## config.mk

```make
export PLATFORM = sky130hd
export DESIGN_NAME = scc_run_ctrl
export DESIGN_NICKNAME = d
export VERILOG_FILES = /design/src/rtl/scc_pkg.sv /design/src/rtl/scc_settle.sv /design/src/rtl/scc_xfer_counter.sv /design/src/rtl/scc_run_ctrl.sv
export SDC_FILE = /design/constraint.sdc
export NUM_CORES = 1
export LEC_CHECK = 0
export BUFFER_PORTS_ARGS = -buffer_cell sky130_fd_sc_hd__buf_4
export CAP_MARGIN = 20
export CORE_MARGIN = 1
export CORE_UTILIZATION = 40
export DETAILED_ROUTE_END_ITERATION = 7
export PLACE_DENSITY = 0.59
export SYNTH_ARGS = -nofsm -noshare
export SYNTH_HDL_FRONTEND = slang
export SYNTH_SLANG_ARGS = --single-unit
```

## constraint.sdc

```tcl
create_clock -name clk -period 2.45 [get_ports clk]
set_input_delay 0.49 -clock clk [delete_from_list [all_inputs] [get_ports clk]]
set_output_delay 0.49 -clock clk [all_outputs]
set_load 0.03 [all_outputs]
```

## src/rtl/scc_pkg.sv

```systemverilog
package scc_pkg;

   typedef enum logic [1:0] {
      ST_RESET = 2'd0,
      ST_RUN   = 2'd1,
      ST_CLEAR = 2'd2,
      ST_PAUSE = 2'd3
   } core_st_e;

   // register offsets
   localparam int unsigned A_STATE   = 0;
   localparam int unsigned A_SWRST   = 1;
   localparam int unsigned A_OUT_LIM = 2;
   localparam int unsigned A_IN_LIM  = 3;
   localparam int unsigned A_STATUS  = 4;
   localparam int unsigned A_OUT_PRG = 5;
   localparam int unsigned A_IN_PRG  = 6;

   // bit positions
   localparam int unsigned B_VALID    = 2;
   localparam int unsigned B_ERR      = 0;
   localparam int unsigned B_OUT_DONE = 10;
   localparam int unsigned B_IN_DONE  = 11;

endpackage

```

## src/rtl/scc_settle.sv

```systemverilog
// Holds the "transition in progress" condition: a fixed settle window,
// then a wait for the data path to confirm.
module scc_settle #(
   parameter int unsigned CNT_W = 4
) (
   input  logic             clk,
   input  logic             rst_n,
   input  logic             start,
   input  logic [CNT_W-1:0] len_m1,
   input  logic             ready,
   output logic             busy
);

   logic [CNT_W-1:0] cnt_q;
   logic             busy_q;

   always_ff @(posedge clk or negedge rst_n) begin
      if (!rst_n) begin
         cnt_q  <= '0;
         busy_q <= 1'b0;
      end else if (start) begin
         cnt_q  <= len_m1;
         busy_q <= 1'b1;
      end else if (busy_q) begin
         if (cnt_q != '0)
            cnt_q <= cnt_q - 1'b1;
         else if (ready)
            busy_q <= 1'b0;
      end
   end

   assign busy = busy_q;

   // while the window is still counting, the transition cannot complete
   p_window_hold_r2: assert property (@(posedge clk) disable iff (!rst_n)
      (busy_q && cnt_q != '0) |=> busy_q);

   // without data path confirmation the busy state persists
   p_wait_ready_r2: assert property (@(posedge clk) disable iff (!rst_n)
      (busy_q && !ready && !start) |=> busy_q);

endmodule

```

## src/rtl/scc_xfer_counter.sv

```systemverilog
// Word counter for one transfer direction, compared against its limit.
module scc_xfer_counter #(
   parameter int unsigned CNT_W = 16
) (
   input  logic             clk,
   input  logic             rst_n,
   input  logic             restart,
   input  logic [CNT_W-1:0] limit,
   input  logic             tick,
   output logic [CNT_W-1:0] progress,
   output logic             active,
   output logic             done_set
);

   logic [CNT_W-1:0] prog_q;

   assign active   = (prog_q < limit);
   assign done_set = tick && active && (prog_q == limit - 1'b1);

   always_ff @(posedge clk or negedge rst_n) begin
      if (!rst_n)
         prog_q <= '0;
      else if (restart)
         prog_q <= '0;
      else if (tick && active)
         prog_q <= prog_q + 1'b1;
   end

   assign progress = prog_q;

   // reaching the limit ends this direction's activity
   p_done_stops_r7: assert property (@(posedge clk) disable iff (!rst_n)
      (done_set && !restart) |=> !active);

   // the count never steps past its limit
   p_no_overrun_r7: assert property (@(posedge clk) disable iff (!rst_n)
      (!active && !restart) |=> $stable(prog_q));

endmodule

```

## src/rtl/scc_run_ctrl.sv

```systemverilog
module scc_run_ctrl
   import scc_pkg::*;
#(
   parameter int unsigned ADDR_W     = 3,
   parameter int unsigned DATA_W     = 32,
   parameter int unsigned CNT_W      = 16,
   parameter int unsigned SETTLE     = 3,
   parameter int unsigned RST_SETTLE = 8
) (
   input  logic              clk,
   input  logic              rst_n,
   input  logic              reg_wr,
   input  logic [ADDR_W-1:0] reg_addr,
   input  logic [DATA_W-1:0] reg_wdata,
   output logic [DATA_W-1:0] reg_rdata,
   input  logic              dp_ready,
   input  logic              out_word,
   input  logic              in_word,
   output logic              out_en,
   output logic              in_en,
   output logic              fifo_flush
);

   localparam int unsigned SET_MAX = (SETTLE > RST_SETTLE) ? SETTLE : RST_SETTLE;
   localparam int unsigned SET_W   = $clog2(SET_MAX + 1);
   localparam int unsigned NDIR    = 2;

   if (SETTLE < 1 || RST_SETTLE < 1) begin : g_bad_settle
      $error("scc_run_ctrl: settle lengths must be at least 1");
   end
   if (DATA_W < 12 || DATA_W < CNT_W) begin : g_bad_data
      $error("scc_run_ctrl: DATA_W must hold the status bits and a count");
   end
   if (ADDR_W < 3) begin : g_bad_addr
      $error("scc_run_ctrl: ADDR_W too small for the register map");
   end

   // ---------------- decode ----------------
   core_st_e state_q;
   core_st_e req_st;
   logic     busy, valid;
   logic     wr_state, wr_swrst, wr_status, state_acc, leave_reset, flush_req;
   logic     err_q, flush_q;
   logic     unused_wbits;

   assign valid     = !busy;
   assign req_st    = core_st_e'(reg_wdata[1:0]);
   assign wr_state  = reg_wr && (reg_addr == ADDR_W'(A_STATE));
   assign wr_swrst  = reg_wr && (reg_addr == ADDR_W'(A_SWRST)) && reg_wdata[0];
   assign wr_status = reg_wr && (reg_addr == ADDR_W'(A_STATUS));
   assign state_acc = wr_state && valid;
   assign leave_reset = state_acc && (state_q == ST_RESET) &&
                        (req_st == ST_RUN || req_st == ST_PAUSE);
   assign flush_req = wr_swrst ||
                      (state_acc && (req_st == ST_CLEAR ||
                       (req_st == ST_RESET &&
                        (state_q == ST_RUN || state_q == ST_PAUSE))));
   assign unused_wbits = ^reg_wdata;

   // ---------------- state register ----------------
   always_ff @(posedge clk or negedge rst_n) begin
      if (!rst_n)
         state_q <= ST_RESET;
      else if (wr_swrst)
         state_q <= ST_RESET;
      else if (state_acc)
         state_q <= req_st;
      else if (state_q == ST_CLEAR)
         state_q <= ST_RESET;
   end

   always_ff @(posedge clk or negedge rst_n) begin
      if (!rst_n)
         err_q <= 1'b0;
      else if (wr_swrst)
         err_q <= 1'b0;
      else if (wr_state && !valid)
         err_q <= 1'b1;
      else if (wr_status && reg_wdata[B_ERR])
         err_q <= 1'b0;
   end

   always_ff @(posedge clk or negedge rst_n) begin
      if (!rst_n)
         flush_q <= 1'b0;
      else
         flush_q <= flush_req;
   end

   assign fifo_flush = flush_q;

   // ---------------- settle handshake ----------------
   scc_settle #(.CNT_W(SET_W)) u_settle (
      .clk    (clk),
      .rst_n  (rst_n),
      .start  (state_acc || wr_swrst),
      .len_m1 (wr_swrst ? SET_W'(RST_SETTLE - 1) : SET_W'(SETTLE - 1)),
      .ready  (dp_ready),
      .busy   (busy)
   );

   // ---------------- per-direction limits, counters, done flags ----------------
   logic [NDIR-1:0][CNT_W-1:0] lim_q;
   logic [NDIR-1:0][CNT_W-1:0] prog;
   logic [NDIR-1:0]            act, done_set, done_q, word;
   logic                       run_st;

   assign run_st = (state_q == ST_RUN);
   assign word   = {in_word, out_word};

   for (genvar d = 0; d < NDIR; d++) begin : g_dir
      localparam int unsigned LIM_A  = (d == 0) ? A_OUT_LIM : A_IN_LIM;
      localparam int unsigned DONE_B = (d == 0) ? B_OUT_DONE : B_IN_DONE;

      always_ff @(posedge clk or negedge rst_n) begin
         if (!rst_n)
            lim_q[d] <= '0;
         else if (wr_swrst)
            lim_q[d] <= '0;
         else if (reg_wr && reg_addr == ADDR_W'(LIM_A) && state_q == ST_RESET)
            lim_q[d] <= reg_wdata[CNT_W-1:0];
      end

      always_ff @(posedge clk or negedge rst_n) begin
         if (!rst_n)
            done_q[d] <= 1'b0;
         else if (wr_swrst || leave_reset)
            done_q[d] <= 1'b0;
         else if (done_set[d])
            done_q[d] <= 1'b1;
         else if (wr_status && reg_wdata[DONE_B])
            done_q[d] <= 1'b0;
      end

      scc_xfer_counter #(.CNT_W(CNT_W)) u_cnt (
         .clk      (clk),
         .rst_n    (rst_n),
         .restart  (wr_swrst || leave_reset),
         .limit    (lim_q[d]),
         .tick     (word[d] && run_st),
         .progress (prog[d]),
         .active   (act[d]),
         .done_set (done_set[d])
      );
   end

   assign out_en = run_st && act[0];
   assign in_en  = run_st && act[1];

   // ---------------- read mux ----------------
   always_comb begin
      reg_rdata = '0;
      case (reg_addr)
         ADDR_W'(A_STATE): begin
            reg_rdata[1:0]     = state_q;
            reg_rdata[B_VALID] = valid;
         end
         ADDR_W'(A_OUT_LIM): reg_rdata[CNT_W-1:0] = lim_q[0];
         ADDR_W'(A_IN_LIM):  reg_rdata[CNT_W-1:0] = lim_q[1];
         ADDR_W'(A_STATUS): begin
            reg_rdata[B_ERR]      = err_q;
            reg_rdata[B_OUT_DONE] = done_q[0];
            reg_rdata[B_IN_DONE]  = done_q[1];
         end
         ADDR_W'(A_OUT_PRG): reg_rdata[CNT_W-1:0] = prog[0];
         ADDR_W'(A_IN_PRG):  reg_rdata[CNT_W-1:0] = prog[1];
         default: ;
      endcase
   end

   // ---------------- assertions ----------------
   p_valid_drop_r2: assert property (@(posedge clk) disable iff (!rst_n)
      state_acc |=> !valid);

   p_limit_only_reset_r3: assert property (@(posedge clk) disable iff (!rst_n)
      (!$stable(lim_q)) |-> ($past(state_q) == ST_RESET || $past(wr_swrst)));

   p_clear_falls_r4: assert property (@(posedge clk) disable iff (!rst_n)
      (state_q == ST_CLEAR) |=> (state_q == ST_RESET));

   p_early_write_ignored_r5: assert property (@(posedge clk) disable iff (!rst_n)
      (wr_state && !valid && !wr_swrst && state_q != ST_CLEAR)
      |=> ($stable(state_q) && err_q));

   p_pause_holds_r6: assert property (@(posedge clk) disable iff (!rst_n)
      (state_q == ST_PAUSE && !wr_swrst) |=> $stable(prog));

   p_flush_single_r8: assert property (@(posedge clk) disable iff (!rst_n)
      (flush_q && !wr_swrst) |=> !flush_q);

   p_swrst_defaults_r9: assert property (@(posedge clk) disable iff (!rst_n)
      wr_swrst |=> (state_q == ST_RESET && lim_q == '0 && !valid && fifo_flush));

endmodule

```

* Word level (Yosys, flattened, before mapping) *
Cells that the tools add are included.

storage, ports and cells
  register bits after elaboration = 75
  output and inout bits = 35
  word-level logic and storage cells = 112

operators by class
  $add $sub $neg = 5
  magnitude comparators = 2
  eq/ne operators = 14
  mux-type cells = 33
  reduce and logical (&&, ||, !) cells = 47

operator list
  cell                     number
  $mux W16                 8
  $add A16 B1 Y16 const B  2
  $eq A16 B16 Y1           2
  $lt A16 B16 Y1           2
  $sub A16 B1 Y16 const B  2
  $pmux W7 S4              1
  $logic_and A1 B1 Y1      25
  $pmux W2 S5              2
  $pmux W4 S4              1
  $mux W1                  13
  $mux W4                  3
  $reduce_bool A2 Y1       6
  $reduce_bool A3 Y1       4
  $eq A3 B3 Y1 const B     3
  $eq A2 B2 Y1 const B     4
  $eq A3 B2 Y1 const B     2
  $logic_or A1 B1 Y1       6
  $mux W2                  3
  $pmux W1 S6              1
  $eq A2 B1 Y1 const B     2
  $logic_not A2 Y1         2
  $reduce_bool A4 Y1       1
  $sub A4 B1 Y4 const B    1
  $eq A3 B1 Y1 const B     1
  other kinds (4)          4

* Longest topological paths before layout *
Gate-level depths: netlist of run 1.

  depth in word-level cells = 7
  gate-level depth with buffers = 11

* Cells and area by module *
A second synthesis of run 1 with hierarchy kept.

unflattened totals
  cell total of the unflattened synthesis = 750
  area total of the unflattened synthesis = 6306.0 um^2

modules (own cells, without submodules)
  module            instances  cells each  area each (um^2)  sequential area each (um^2)
  scc_xfer_counter  2          220         1789.2            400.4
  scc_run_ctrl      1          279         2437.3            950.9
  scc_settle        1          31          290.3             125.1

* Least setup slack after synthesis of run 1 *
No wires, ideal clock.

  kind = reg-to-output
  from = register lim_q[2] (netlist name)
  to = output out_en
  data arrival time = 2191 ps
  required time = 1960 ps
  slack = -231 ps
  cell stages (with the launch flop) = 10
  buffers on the path = 2
  cell sequence = dfrtp_1 clkbuf_1 inv_1 ha_1 o21a_1 o21ai_1 a2111oi_2 or3_1 buf_2 inv_1

on the way
  longest elaborated chain between the ends = 2

RTL lines
  item                               RTL line                text
  from (decl)                        scc_run_ctrl.sv:103     logic [NDIR-1:0][CNT_W-1:0] lim_q;
  from (signal, indexed assignment)  scc_run_ctrl.sv:121     lim_q[d] <= reg_wdata[CNT_W-1:0];
  $lt A16 B16 Y1                     scc_xfer_counter.sv:17  assign active = (prog_q < limit);
  $logic_and A1 B1 Y1                scc_run_ctrl.sv:147     assign out_en = run_st && act[0];
  to (decl)                          scc_run_ctrl.sv:19      output logic out_en,

Every way passes these cells.

* Worst setup path in the final report of run 1 *
  from = register lim_q[1] (netlist name)
  to = output out_en

The elaborated chain is that of the path after synthesis.

==> results of run 1 <==
-- registers in the layout (all words and copies together) (netlist names) --
name,flops
lim_q,32
fifo_flush,1
u_settle.cnt_q,4
err_q,1
g_dir.u_cnt.progress,32
state_q,2
u_settle.busy,1
done_q,2
-- metal layers --
| metal | track usage [%] | share of wire [%] | wire length (µm) |
|---|---|---|---|
| met1 | 31.5 | 44 | 8240 |
| met2 | 41.3 | 49 | 9180 |
| met3 | 2.89 | 4.4 | 839 |
| met4 | 12.8 | 3.5 | 659 |
| met5 | 0 | 0 | 0 |
-- final cells by class --
| type | instances | area, µm² | share of cell area (%) |
|---|---|---|---|
| well taps | 184 | 230 | 2.89 |
| clock buffers | 11 | 253 | 3.17 |
| multi-input cells | 591 | 4100 | 51.4 |
| repair buffers | 161 | 1240 | 15.6 |
| clock inverters | 5 | 75.1 | 0.943 |
| inverters | 50 | 188 | 2.36 |
| flip-flops and latches | 75 | 1880 | 23.6 |
-- critical path, stage by stage, from the launching register on --
cell and delay, ns:
dfrtp_1 0.38, inv_2 0.08, ha_4 0.19, nor2b_4 0.11, o21a_1 0.19, o21ai_2 0.17, a2111oi_4 0.11, or3_4 0.41
inv_2 0.07, buf_6 0.12
-- timing repair --
action | 4_1_cts | 5_1_grt
endpoints found under the hold margin | 0 | 0
buffers inserted | 4 | 6
pin swaps | 8 | 25
resized for setup | 14 | 46
endpoints found under the setup margin | 17 | 25
cloned | 0 | 1
-- worst min path at each step --
stage	startpoint	end	slack, ns	cells after the start
after floorplan	rst_n	done_q[0]	0.19	0
after detailed placement	rst_n	lim_q[16]	0.45	1
final	rst_n	lim_q[17]	0.07	1
after global routing	rst_n	lim_q[16]	0.10	1
after global placement	rst_n	lim_q[16]	0.44	1
after CTS	rst_n	lim_q[17]	0.08	1
-- cell usage in the layout (no fill, tap or decap), drive strengths merged, types with 7 or more instances in the layout --
cell,Yosys,layout
nand4,16,16
nand3,36,36
nor2,50,50
nand2,115,115
or4,8,8
o31ai,7,7
nor2b,7,7
clkbuf,36,11
nor3,19,19
inv,50,50
dfrtp,75,75
buf,22,161
nand2b,8,8
o21ai,32,32
a21oi,64,64
xnor2,49,49
nor4,12,12
xor2,9,9
conb,1,16
ha,38,38
a22o,11,11
mux2i,23,23
-- through the flow --
step	TNS (ns)	hold WS [ns]	instance area, µm²	util (%)	total power [mW]
finish	-1.12	0.0735	7960	54.0	6.25
global route	-1.91	0.101	7960	54.0	6.68
CTS	-1.04	0.0779	7680	52.1	6.05
detailed placement	-1.45	0.447	7270	49.2	4.44
global placement	-0.908	0.444	7270	49.2	4.35
floorplan	-0.161	0.194	6190	-	3.45
-- logic make-up after synthesis --
kind of cell	share of synthesized area (%)
and+or+nand+nor	24.9
AOI/OAI and AO/OA	15.8
buffers and inverters	8.12
DFF	30.7
xor gates and xnor gates	8.30
adders and majority gates	7.77
muxes	4.32
other	0.0613
-- power breakdown --
group	internal (mW)	switching (mW)	total, mW	leakage (nW)
Clock	0.942	0.543	1.49	0.165
Combinational	1.42	1.71	3.13	2.41
Sequential	1.47	0.169	1.64	0.983
Total	3.83	2.42	6.25	3.55
==> impl_metrics.tcl, run 1 <==
set metrics [dict create \
    status "finished, violations left" \
    failed_checks "design-rule violations, negative setup slack" \
    n_antenna_cell 0 \
    drtIter0Drc 309 \
    cts.path.max_buffers 2 \
    vias_per_cell 5.54 \
    maxCapViolations 0 \
    rsz0062_at_grt "yes" \
    wirelength_mm 18.9 \
    std_cell_rows 44 \
    r2r-end "g_dir[0].u_cnt.progress[9]" \
    hpwl_mm 14.5 \
    grt_max_degree 31 \
    drtAntennaViolNets 0 \
    die_y_um 126 \
    synth-seq-area-share_pct 30.7 \
    final-hold-violation-count 0 \
    final-setup-viol-count 8 \
    ctsRootBufferMaster "clkbuf_16" \
    min_path_type "in -> async" \
    dp.cells 1050 \
    crit_required_ns 1.96 \
    rr_worst_depth 11 \
    netlist_instances 759 \
    drv_slew 0 \
    via_count 5968 \
    crit_path_start "lim_q[1]" \
    cts.clk_slew.worst_paths_ns 0.06 \
    cts_tree "yes" \
    synth_seq_cells 75 \
    area_growth_pct 30.2 \
    grt_use_total_pct 24.7 \
    cellPowerDensity_nw_per_um2 785 \
    die_area_um2 15800 \
    final_nets 967 \
    synth.largest_area_cell "dfrtp_1" \
    wl_per_cell_um 17.6 \
    synth_most_common_cell "nand2_1" \
    netlist_area_um2 6120 \
    r2r_start "lim_q[1]" \
    maxSlewHeadroom_pct 60.0 \
    async_reset_ff_share_pct 100 \
    finClkSkew_ns 0.0101 \
    n_fill_cell 1348 \
    overflow 0 \
    fin_cells 1077 \
    num_io_pins 76 \
    critPathLaunchType "flop" \
    dr.pass1.iters 7 \
    yosysWarnings 0 \
    setup_slack_ns -0.207 \
    antenna_found_initial 0 \
    ys.flop_type "dfrtp_1" \
    worst_pin_slew_ns 0.598 \
    synth_area_leaders "dfrtp_1 31%, ha_1 7.8%, nand2_1 7.1%, xnor2_1 7.0%, a21oi_1 5.2%" \
    critPathCapture "out_en" \
    cp_max_fo 3 \
    crit_path_end_kind "output port" \
    p_leak_nw 3.55 \
    path_class "reg -> out" \
    avgSynthCellArea_um2 8.06 \
    final_layout_size_suffix_gt1_share_pct 27.2 \
    dp_worst_setup_slack_ns -0.164 \
    ff2ff_setup_slack_ns -0.17 \
    clk_latency_ns 0.35 \
    io_buffers 43 \
    core_area_um2 14800 \
    gp_congestion 0.911 \
    fin_crit_sh_pct 108 \
    synthDominantCellAreaShare_pct 30.7 \
    first_global_vias 5997 \
    cts_buffers 9 \
    fmax_ghz 0.376 \
    cp.arrival_ns 2.17 \
    min_period_ns 2.66 \
    synth_common_cells "115 x nand2_1, 75 x dfrtp_1, 64 x a21oi_1" \
    grt_pass1_wl_mm 30.5 \
    chipWidth_um 126 \
    synth.distinct_cells 70 \
    ir_drop_mv 0.370 \
    clkSinkCount 75 \
    start_util_pct 41.5 \
    cts-htree-levels 3 \
    synth-edff-count 0 \
    cts_hold_buffers 0 \
    drcViolationCount 3 \
]
No activity file was read; power rests on OpenSTA's default activity.
==> run 2: changes to the inputs <==
- REMOVE_ABC_BUFFERS: unset -> 1
==> run 2 against run 1 <==
  * Global-route usage decreased by 0.20 points
  * Count of clock-buffer cells in the layout unchanged
  * The flow still finishes with violations (design-rule violations, negative setup slack)
  * Final cell count decreased by 0.37%
  * Sequential power about the same
  * Combinational power decreased by 4%
  * Die area unchanged
  * Critical endpoint unchanged
  * Largest cell class unchanged
  * Sequential share of layout area increased by 0.31 points
==> impl_metrics.tcl, run 2 (synthesis gave the netlist of run 1 again) <==
set metrics [dict create \
    cts-htree-levels 3 \
    crit_required_ns 1.96 \
    rr_worst_depth 10 \
    cp.arrival_ns 2.19 \
    cts_tree "yes" \
    n_fill_cell 1351 \
    drtIter0Drc 404 \
    grt_use_total_pct 24.5 \
    clk_latency_ns 0.36 \
    dp_worst_setup_slack_ns -0.312 \
    min_period_ns 2.68 \
    core_area_um2 14800 \
    layout_commonest_cell "buf_4" \
    final_cell_mix "152 x buf_4, 115 x nand2_1, 75 x dfrtp_1" \
    drtAntennaViolNets 0 \
    fmax_ghz 0.373 \
    wirelength_mm 19.0 \
    critPathCapture "out_en" \
    crit_path_end_kind "output port" \
    cts_buffers 9 \
    overflow 0 \
    final-hold-violation-count 0 \
    critPathLaunchType "flop" \
    cts.path.max_buffers 2 \
    highest_layer "met4" \
    final_nets 963 \
    rsz0062_at_grt "yes" \
    fin_util_pct 53.2 \
    cellPowerDensity_nw_per_um2 777 \
    path_class "reg -> out" \
    ir_drop_mv 0.387 \
    maxCapViolations 0 \
    r2r_start "lim_q[1]" \
    grt_max_degree 63 \
    min_path_type "in -> reg" \
    cts.clk_slew.worst_paths_ns 0.06 \
    route.met2.wl_mm 9.21 \
    grt_pass1_wl_mm 30.3 \
    start_util_pct 41.5 \
    wl_per_cell_um 17.7 \
    drcViolationCount 5 \
    io_buffers 43 \
    n_antenna_cell 0 \
    std_cell_rows 44 \
    final_layout_size_suffix_gt1_share_pct 25.2 \
    hpwl_mm 14.3 \
    fin_crit_sh_pct 110 \
    wl_met3_mm 1.08 \
    status "finished, violations left" \
    finalSetupTns_ns -1.01 \
    num_io_pins 76 \
    maxSlewHeadroom_pct 61.2 \
    dr.pass1.iters 7 \
    vias_per_cell 5.64 \
    area_growth_pct 28.4 \
    via_count 6054 \
    finClkSkew_ns 0.00942 \
    failed_checks "design-rule violations, negative setup slack" \
    drv_slew 0 \
    die_y_um 126 \
    antenna_found_initial 0 \
    wl_met1_mm 8.15 \
    gp_congestion 0.923 \
    clkSinkCount 75 \
    p_total_mw 6.11 \
    final-setup-viol-count 9 \
    r2r-end "g_dir[0].u_cnt.progress[9]" \
    setup_slack_ns -0.234 \
    chipWidth_um 126 \
    ctsRootBufferMaster "clkbuf_16" \
    first_global_vias 5924 \
    die_area_um2 15800 \
    crit_path_start "lim_q[1]" \
    worst_pin_slew_ns 0.583 \
    cp_max_fo 2 \
    p_leak_nw 3.53 \
    ff2ff_setup_slack_ns -0.12 \
]
## run 2: changes by cell type in the layout (fill, tap and decap cells not counted), moves of 2 or more
cell | previous run | this run
a21oi_1 | 54 | 58
a21oi_2 | 10 | 6
buf_4 | 155 | 152
ha_1 | 31 | 35
ha_4 | 7 | 3
inv_1 | 44 | 48
inv_2 | 6 | 2
nor3_4 | 0 | 2
o21ai_0 | 15 | 29
o21ai_1 | 14 | 2
o21ai_2 | 3 | 1
o31ai_2 | 1 | 3
## run 2: worst max-delay path, stage by stage, from the launching register on
cell	delay, ns
dfrtp_1	0.40
inv_2	0.08
ha_4	0.19
nor2b_4	0.12
o21a_1	0.17
o21ai_2	0.20
a2111oi_4	0.10
or3_4	0.40
inv_2	0.06
buf_6	0.12
## run 2: stage by stage
stage	area, µm²	hold slack (ns)	std cells
global placement	7210	0.369	1047
global route	7860	0.395	1073
CTS	7660	0.382	1066
floorplan	5860	0.194	716
finish	7860	0.392	1073
detailed placement	7210	0.371	1047
## run 2: worst min path at each step
stage                  startpoint                         end  cells after the start  slack [ns]
floorplan                   rst_n                   done_q[0]                      0        0.19
global placement            rst_n  g_dir[1].u_cnt.progress[4]                      1        0.37
detailed placement          rst_n  g_dir[1].u_cnt.progress[4]                      1        0.37
CTS                 reg_wdata[12]                   lim_q[12]                      3        0.38
global route        reg_wdata[14]                   lim_q[30]                      3        0.40
finish              reg_wdata[15]                   lim_q[15]                      3        0.39
## run 2: cell type report
class	instances	area, µm²	share of cell area [%]
clock inverter	5	75.1	0.956
multi-input combinational	591	4030	51.3
tap	184	230	2.93
timing repair buffer	157	1200	15.3
sequential	75	1880	23.9
clock buffer	11	253	3.22
inverter	50	188	2.39
## run 2: report_power, final
part,leakage [nW],internal [mW],switching (mW)
clock,0.165,0.942,0.554
sequential,0.984,1.47,0.156
combinational,2.38,1.33,1.66
total,3.53,3.74,2.37
## run 2: routing by layer
metal | vias up | track usage (%)
met1 | 2934 | 30.7
met4 | 0 | 10.1
met2 | 203 | 40.8
li1 | 2872 | -
met3 | 45 | 5.61
met5 | - | 0
## run 2: repair_timing
item,4_1_cts,5_1_grt
hold endpoints to repair,13,0
resized for setup,17,31
setup endpoints to repair,26,20
setup buffers,2,7
gates cloned,0,0
pin swaps,8,10
hold buffers,1,0
==> run 3: changes to the inputs <==
- PLACE_DENSITY: 0.59 -> unset
==> run 3 against run 2 <==
  * Fmax grew 0.79%
  * Sequential share of layout area barely moved
  * Register-to-register slack worse by 0.05 ns
  * Clock skew rose by 0.00097 ns
  * Wire length fell by 2.6%
  * Combinational power is essentially flat
  * Critical path type unchanged
  * The run still ends with design-rule violations, negative setup slack left
==> impl_metrics.tcl, run 3 (synthesis gave the netlist of run 1 again) <==
set metrics [dict create \
    finClkSkew_ns 0.0104 \
    maxSlewHeadroom_pct 62.0 \
    ir_drop_mv 0.404 \
    die_y_um 126 \
    final_layout_size_suffix_gt1_share_pct 26.0 \
    area_growth_pct 28.3 \
    r2r_start "lim_q[1]" \
    final_cell_mix "153 x buf_4, 115 x nand2_1, 75 x dfrtp_1" \
    std_cell_rows 44 \
    drcViolationCount 5 \
    hpwl_mm 14.3 \
    dr.pass1.iters 7 \
    min_period_ns 2.66 \
    drtAntennaViolNets 0 \
    p_leak_nw 3.52 \
    final-hold-violation-count 0 \
    via_count 5963 \
    r2r-end "g_dir[0].u_cnt.progress[15]" \
    io_buffers 43 \
    crit_required_ns 1.96 \
    p_total_mw 5.98 \
    worst_pin_slew_ns 0.568 \
    dp.cells 1049 \
    final_nets 964 \
    overflow 0 \
    final-setup-viol-count 9 \
    antenna_found_initial 0 \
    cts_hold_buffers 0 \
    cts-htree-levels 3 \
    start_util_pct 41.5 \
    fmax_ghz 0.375 \
    dp_worst_setup_slack_ns -0.278 \
    cts_buffers 9 \
    fin_crit_sh_pct 109 \
    drv_slew 0 \
    cts.path.max_buffers 2 \
    rr_worst_depth 11 \
    clkSinkCount 75 \
    clk_latency_ns 0.36 \
    critPathLaunchType "flop" \
    core_area_um2 14800 \
    n_antenna_cell 0 \
    gp_congestion 0.925 \
    num_io_pins 76 \
    chipWidth_um 126 \
    layout_commonest_cell "buf_4" \
    hold_slack_ns 0.00617 \
    vias_per_cell 5.56 \
    maxCapViolations 0 \
    setup_slack_ns -0.213 \
    ff2ff_setup_slack_ns -0.17 \
    cp.arrival_ns 2.17 \
    rsz0062_at_grt "yes" \
    die_area_um2 15800 \
    failed_checks "design-rule violations, negative setup slack" \
    min_path_type "in -> async" \
    drtIter0Drc 345 \
    cellPowerDensity_nw_per_um2 762 \
    first_global_vias 5909 \
    status "finished, violations left" \
    grt_max_degree 61 \
    fin_cells 1073 \
    crit_path_end_kind "output port" \
    ctsRootBufferMaster "clkbuf_16" \
    wl_per_cell_um 17.3 \
    cts.clk_slew.worst_paths_ns 0.06 \
    grt_pass1_wl_mm 29.7 \
    cts_tree "yes" \
    fin_util_pct 53.2 \
    wirelength_mm 18.5 \
    path_class "reg -> out" \
    cp_max_fo 2 \
    grt_use_total_pct 24.0 \
]
## run 3: cell types whose count changed in the layout (fill, tap and decap cells not counted), sizes merged
cell	before	now
clkinv	3	1
dlygate4sd3	1	0
buf	156	158
bufinv	2	1
clkbuf	11	13
## run 3: routing by layer
metal	global-route usage (%)	share of wire [%]	vias to the layer above
met1	30.4	44	2857
met4	10.1	2.7	0
met5	0	0	-
met3	5.06	5.0	35
li1	-	-	2871
met2	39.6	48	200
## run 3: cell type report
type	count	area, µm²
Fill cell	1368	6900
Multi-Input combinational cell	591	4050
Sequential cell	75	1880
Timing Repair Buffer	158	1210
Clock buffer	13	260
Tap cell	184	230
Inverter	50	188
Clock inverter	2	35.0
## run 3: critical path, stage by stage (launching register included)
cell,delay [ns]
dfrtp_1,0.39
inv_2,0.08
ha_4,0.19
nor2b_4,0.11
o21a_1,0.17
o21ai_2,0.17
a2111oi_4,0.10
or3_4,0.42
inv_2,0.06
buf_6,0.12
## run 3: where the power goes
part	internal (mW)	switching, mW	leakage (nW)
Sequential	1.47	0.156	0.984
Combinational	1.35	1.64	2.39
Clock	0.838	0.532	0.146
## run 3: worst max path at each step
| stage | start | endpoint | cells past startpoint |
|---|---|---|---|
| 4_1_cts | lim_q[1] | out_en | 9 |
| 3_5_place_dp | lim_q[25] | in_en | 8 |
| 5_1_grt | lim_q[1] | out_en | 9 |
| 6_report | lim_q[1] | out_en | 9 |
| 2_1_floorplan | lim_q[25] | in_en | 7 |
| 3_3_place_gp | lim_q[25] | in_en | 8 |
## run 3: metrics by stage
step | instance area, µm² | TNS (ns)
2_1_floorplan | 5860 | -2.85
3_5_place_dp | 7230 | -2.78
3_3_place_gp | 7230 | -1.70
5_1_grt | 7850 | -1.94
6_report | 7850 | -1.15
4_1_cts | 7630 | -1.04
## run 3: timing repair
item                                    in CTS  in global routing
buffers inserted                             2                  7
endpoints found under the hold margin        0                  0
pin swaps                                    3                 12
gates resized for setup                     18                 39
endpoints found under the setup margin      25                 17
